**src/rtl/irq_ctrl_pkg.sv**
```systemverilog
package irq_ctrl_pkg;
  typedef enum logic [1:0] {
    TGT_NONE = 2'd0,
    TGT_STAT = 2'd1,
    TGT_MASK = 2'd2
  } irq_tgt_e;
endpackage

```
**src/rtl/irq_bus_decode.sv**
```systemverilog
module irq_bus_decode
  import irq_ctrl_pkg::*;
#(
  parameter int ADDR_W = 12,
  parameter int DATA_W = 32,
  parameter logic [ADDR_W-1:0] STAT_OFS = 'h070,
  parameter logic [ADDR_W-1:0] MASK_OFS = 'h074
) (
  input  logic [ADDR_W-1:0] addr,
  input  logic              wr,
  input  logic              wide,
  output irq_tgt_e          tgt,
  output logic              stat_wr,
  output logic              mask_wr,
  output logic [DATA_W-1:0] lane
);
  localparam int HALF_W = DATA_W / 2;

  always_comb begin
    if (addr == STAT_OFS)      tgt = TGT_STAT;
    else if (addr == MASK_OFS) tgt = TGT_MASK;
    else                       tgt = TGT_NONE;
  end

  assign stat_wr = wr && (tgt == TGT_STAT);
  assign mask_wr = wr && (tgt == TGT_MASK);
  // 16-bit accesses cover the low half only
  assign lane = wide ? {DATA_W{1'b1}} : {{(DATA_W-HALF_W){1'b0}}, {HALF_W{1'b1}}};
endmodule

```
**src/rtl/irq_status_bank.sv**
```systemverilog
module irq_status_bank #(
  parameter int NSRC = 24
) (
  input  logic            clk,
  input  logic            rst,
  input  logic [NSRC-1:0] set_vec,
  input  logic            ack_en,
  input  logic [NSRC-1:0] ack_keep,
  output logic [NSRC-1:0] status
);
  for (genvar i = 0; i < NSRC; i++) begin : g_bit
    logic bit_q;
    always_ff @(posedge clk) begin
      if (rst)
        bit_q <= 1'b0;
      else if (set_vec[i])
        bit_q <= 1'b1;              // set has priority over acknowledge
      else if (ack_en && !ack_keep[i])
        bit_q <= 1'b0;
    end
    assign status[i] = bit_q;
  end
endmodule

```
**src/rtl/irq_mask_bank.sv**
```systemverilog
module irq_mask_bank #(
  parameter int NSRC = 24
) (
  input  logic            clk,
  input  logic            rst,
  input  logic            we,
  input  logic [NSRC-1:0] lane,
  input  logic [NSRC-1:0] wdata,
  output logic [NSRC-1:0] mask
);
  logic [NSRC-1:0] mask_q;
  always_ff @(posedge clk) begin
    if (rst)
      mask_q <= '0;
    else if (we)
      mask_q <= (mask_q & ~lane) | (wdata & lane);
  end
  assign mask = mask_q;
endmodule

```
**src/rtl/irq_stat_mask_ctrl.sv**
```systemverilog
module irq_stat_mask_ctrl
  import irq_ctrl_pkg::*;
#(
  parameter int ADDR_W  = 12,
  parameter int DATA_W  = 32,
  parameter int NSRC    = 24,
  parameter int DMA_BIT = 3,
  parameter logic [ADDR_W-1:0] STAT_OFS = 'h070,
  parameter logic [ADDR_W-1:0] MASK_OFS = 'h074
) (
  input  logic              clk,
  input  logic              rst,
  input  logic [ADDR_W-1:0] bus_addr,
  input  logic              bus_wr,
  input  logic              bus_rd,
  input  logic              bus_wide,
  input  logic [DATA_W-1:0] bus_wdata,
  input  logic [NSRC-1:0]   src_req,
  input  logic              dma_req,
  output logic [DATA_W-1:0] bus_rdata,
  output logic              irq_out
);
  irq_tgt_e          tgt;
  logic              stat_wr;
  logic              mask_wr;
  logic [DATA_W-1:0] lane;
  logic [NSRC-1:0]   set_vec;
  logic [NSRC-1:0]   status_q;
  logic [NSRC-1:0]   mask_q;
  logic [NSRC-1:0]   ack_keep;
  logic [DATA_W-1:0] rd_sel;
  logic [DATA_W-1:0] rdata_q;
  logic              irq_q;

  irq_bus_decode #(
    .ADDR_W(ADDR_W), .DATA_W(DATA_W), .STAT_OFS(STAT_OFS), .MASK_OFS(MASK_OFS)
  ) u_dec (
    .addr(bus_addr), .wr(bus_wr), .wide(bus_wide),
    .tgt(tgt), .stat_wr(stat_wr), .mask_wr(mask_wr), .lane(lane)
  );

  always_comb begin
    set_vec = src_req;
    set_vec[DMA_BIT] = src_req[DMA_BIT] | dma_req;
  end

  // bits outside the access lane are kept
  assign ack_keep = bus_wdata[NSRC-1:0] | ~lane[NSRC-1:0];

  irq_status_bank #(.NSRC(NSRC)) u_stat (
    .clk(clk), .rst(rst), .set_vec(set_vec),
    .ack_en(stat_wr), .ack_keep(ack_keep), .status(status_q)
  );

  irq_mask_bank #(.NSRC(NSRC)) u_mask (
    .clk(clk), .rst(rst), .we(mask_wr), .lane(lane[NSRC-1:0]),
    .wdata(bus_wdata[NSRC-1:0]), .mask(mask_q)
  );

  always_comb begin
    unique case (tgt)
      TGT_STAT: rd_sel = DATA_W'(status_q);
      TGT_MASK: rd_sel = DATA_W'(mask_q);
      default:  rd_sel = '0;
    endcase
  end

  always_ff @(posedge clk) begin
    if (rst) begin
      rdata_q <= '0;
      irq_q   <= 1'b0;
    end else begin
      rdata_q <= bus_rd ? (rd_sel & lane) : '0;
      irq_q   <= |(status_q & mask_q);
    end
  end

  assign bus_rdata = rdata_q;
  assign irq_out   = irq_q;
endmodule

```
**config.mk**
```make
export PLATFORM = sky130hd
export DESIGN_NAME = irq_stat_mask_ctrl
export DESIGN_NICKNAME = d
export VERILOG_FILES = /design/src/rtl/irq_ctrl_pkg.sv /design/src/rtl/irq_bus_decode.sv /design/src/rtl/irq_status_bank.sv /design/src/rtl/irq_mask_bank.sv /design/src/rtl/irq_stat_mask_ctrl.sv
export SDC_FILE = /design/constraint.sdc
export NUM_CORES = 1
export LEC_CHECK = 0
export CAP_MARGIN = 10
export CELL_PAD_IN_SITES_DETAIL_PLACEMENT = 1
export CELL_PAD_IN_SITES_GLOBAL_PLACEMENT = 1
export CORE_MARGIN = 3
export CORE_UTILIZATION = 46
export DETAILED_ROUTE_END_ITERATION = 10
export DONT_BUFFER_PORTS = 1
export GPL_TIMING_DRIVEN = 0
export PLACE_DENSITY_LB_ADDON = 0.1
export SYNTH_ARGS = -nofsm -noshare
export SYNTH_HDL_FRONTEND = slang
export SYNTH_SLANG_ARGS = --single-unit
```
**constraint.sdc**
```tcl
create_clock -name clk -period 2.9 [get_ports clk]
set_clock_uncertainty 0.05 [all_clocks]
set_input_delay 0.435 -clock clk [delete_from_list [all_inputs] [get_ports clk]]
set_output_delay 0.435 -clock clk [all_outputs]
set_load 0.01 [all_outputs]
```
==> impl_metrics.csv <==
group,metric,value,unit
die,die_w,85.41,µm
route,drt-wirelength-per-cell,19.16,µm
yosys,synth-xor-area-share,0,%
timing,period_share,87.50,%
clock_network,hold_buffers,0,
route,vias_per_cell,5.525,
placed_design,dp.cells,379,
yosys,ys_seq_elements,73,
yosys,synth_top_family_by_area,"simple AND/OR/NAND/NOR gates",
setup_path,crit_fanout,10,
die,num_rows,28,
die,io_pins,107,
yosys,synth_fa_ha_area_share,0,%
pwr,power,1900,µW
clock_network,cts_buffers,9,
yosys,synth_compound_area_share,9.318,%
run,cap_viol_max_count,0,
worst_hold_path,min_path_type,"in -> reg",
timing,slew_viol_final,0,
timing,hold_violations,0,
timing,setup_slack,0.3624,ns
setup_path,critPathKind,"in -> reg",
placed_design,dpl_cell_area,3020,µm²
clock_network,cts.path.max_buffers,2,
route,drcViolationCount,0,
yosys,yosys_warnings,0,
die,start_util,48.13,%
clock_network,cts_resized,0,
pwr,ir_worst_vdd,0.3364,mV
clock_network,cts-root-buf,"clkbuf_8",
yosys,synthSimpleGateAreaFrac,18.72,%
global_routing,grt_max_degree,12,
yosys,yosysSeqAreaShare,50.39,%
route,drt_iter0_markers,52,
setup_path,arrival,2.68,ns
global_routing,grt_antenna_before_repair,0,
finish,syn2layout_area_growth,10.22,%
yosys,syn-instance-count,297,
pwr,power.leakage,0.001209,µW
yosys,synth.area.mux_share,16.57,%
setup_path,startpoint_type,"input pin",
route,drtPass1Iterations,4,
global_routing,grt_pass1_vias,2386,
die,fp.dieH,85.41,µm
placed_design,dp_hpwl,5.383,mm
setup_path,worstRegToRegCells,4,
placed_design,io_buffer_count,0,
setup_path,cp.required,3.04,ns
placed_design,place.gp.congestion,0.7459,
clock_network,cts_tree,"built",
yosys,synth_cell_type_count,26,
yosys,syn_area,2900,µm²
route,ant_nets,0,
timing,setup-violations-final,0,
route,vias,2177,
finish,diodes,0,
pwr,power_density,594.3,nW/µm²
finish,drive_gt1_share,12.23,%
finish,nNetsFinal,389,
timing,slew_headroom,27.51,%
global_routing,grt_overflow,0,
outcome,status,"finished clean",
finish,final_common_cell,"nor2_1",
clock_network,path_clk_slew,0.07,ns
clock_network,clock_sinks,73,
setup_path,end_kind,"flop",
global_routing,grtUsageTotal,21.87,%
global_routing,grt_pass1_wl,12.01,mm
clock_network,ctsHtreeMaxLevel,3,
yosys,syn_avg_cell_area,9.765,µm²
timing,period_minus_slack,2.538,ns
timing,fmax,0.3941,GHz
finish,stdcell_count,394,
timing,final.setup.tns,0,ns
die,core,6026,µm²
timing,rsz0062_at_grt,"no",
route,totalWireLength,7.549,mm
clock_network,postCtsSetupBuffers,0,
placed_design,preCtsSetupSlack,0.01795,ns
worst_hold_path,holdPathStages,2,
finish,layout_common_cells,"87 x nor2_1, 73 x dfxtp_1, 48 x mux2i_1",
timing,worst_pin_slew,1.078,ns
die,die_area,7294,µm²
clock_network,clk_latency,0.33,ns
finish,stdcell_area,3197,µm²
## path summary, 6_finish.rpt
| kind | from | to | slack (ns) |
|---|---|---|---|
| max | bus_addr[3] | u_stat.g_bit[8].bit_q$_SDFFE_PP0P_ | 0.36 |
| min | bus_wdata[21] | flop | 0.20 |
| max reg2reg | flop | irq_out$_SDFF_PP0_ | 1.66 |
| min reg2reg | u_stat.g_bit[7].bit_q$_SDFFE_PP0P_ | u_stat.g_bit[7].bit_q$_SDFFE_PP0P_ | 0.47 |
## where the power goes
part	internal [µW]	switching, µW
registers	1030	19.7
clock network	389	363
logic	43.8	57.9
## layout make-up
type                       instances  area (µm²)
fill                             690        2829
buffer                            22       133.9
sequential                        73        1461
clock buffer                      11       131.4
inverter                           2       7.507
clock inverter                     4       45.04
multi-input combinational        207        1324
tap                               75       93.84
## cell families after synthesis
group	Yosys count
simple gates	115
flops	73
mux	48
compound gates	36
buf+inv	24
other cells	1
## critical path, cell delays in order
cell	delay, ns
or3_1	0.48
or2_2	0.34
nor4_2	0.88
buf_2	0.41
a211oi_1	0.12
## metal layers
metal | up-vias | wire, µm | global-route usage, %
met2 | 63 | 3667 | 37.01
li1 | 1047 | - | -
met3 | 13 | 488 | 7.476
met4 | 0 | 151 | 7.914
met1 | 1054 | 3240 | 25.62
met5 | - | 0 | 0
## cells in the mapped netlist (all sizes together)
cell type | instances | area (µm²)
dfxtp | 73 | 1461
or3 | 2 | 12.51
nand2b | 1 | 6.260
nand3 | 1 | 5.000
nor2 | 95 | 376.6
mux2i | 48 | 480.5
or4 | 1 | 11.26
inv | 2 | 7.510
or4b | 1 | 10.01
nand4 | 3 | 18.77
nor3 | 4 | 20.02
a211oi | 24 | 180.2
clkbuf | 6 | 22.52
conb | 1 | 3.750
nor4 | 3 | 55.05
buf | 16 | 111.4
or2 | 2 | 12.52
nand4bb | 1 | 11.26
nand2 | 1 | 3.750
a22oi | 12 | 90.09
## metrics by stage
stage	hold WS [ns]	util (%)
floorplan	0.4331	-
CTS	0.1875	53.05
detailed placement	0.4613	50.12
global route	0.1924	53.05
global placement	0.4512	50.12
finish	0.1983	53.05
Power figures use the tool's default switching activity.
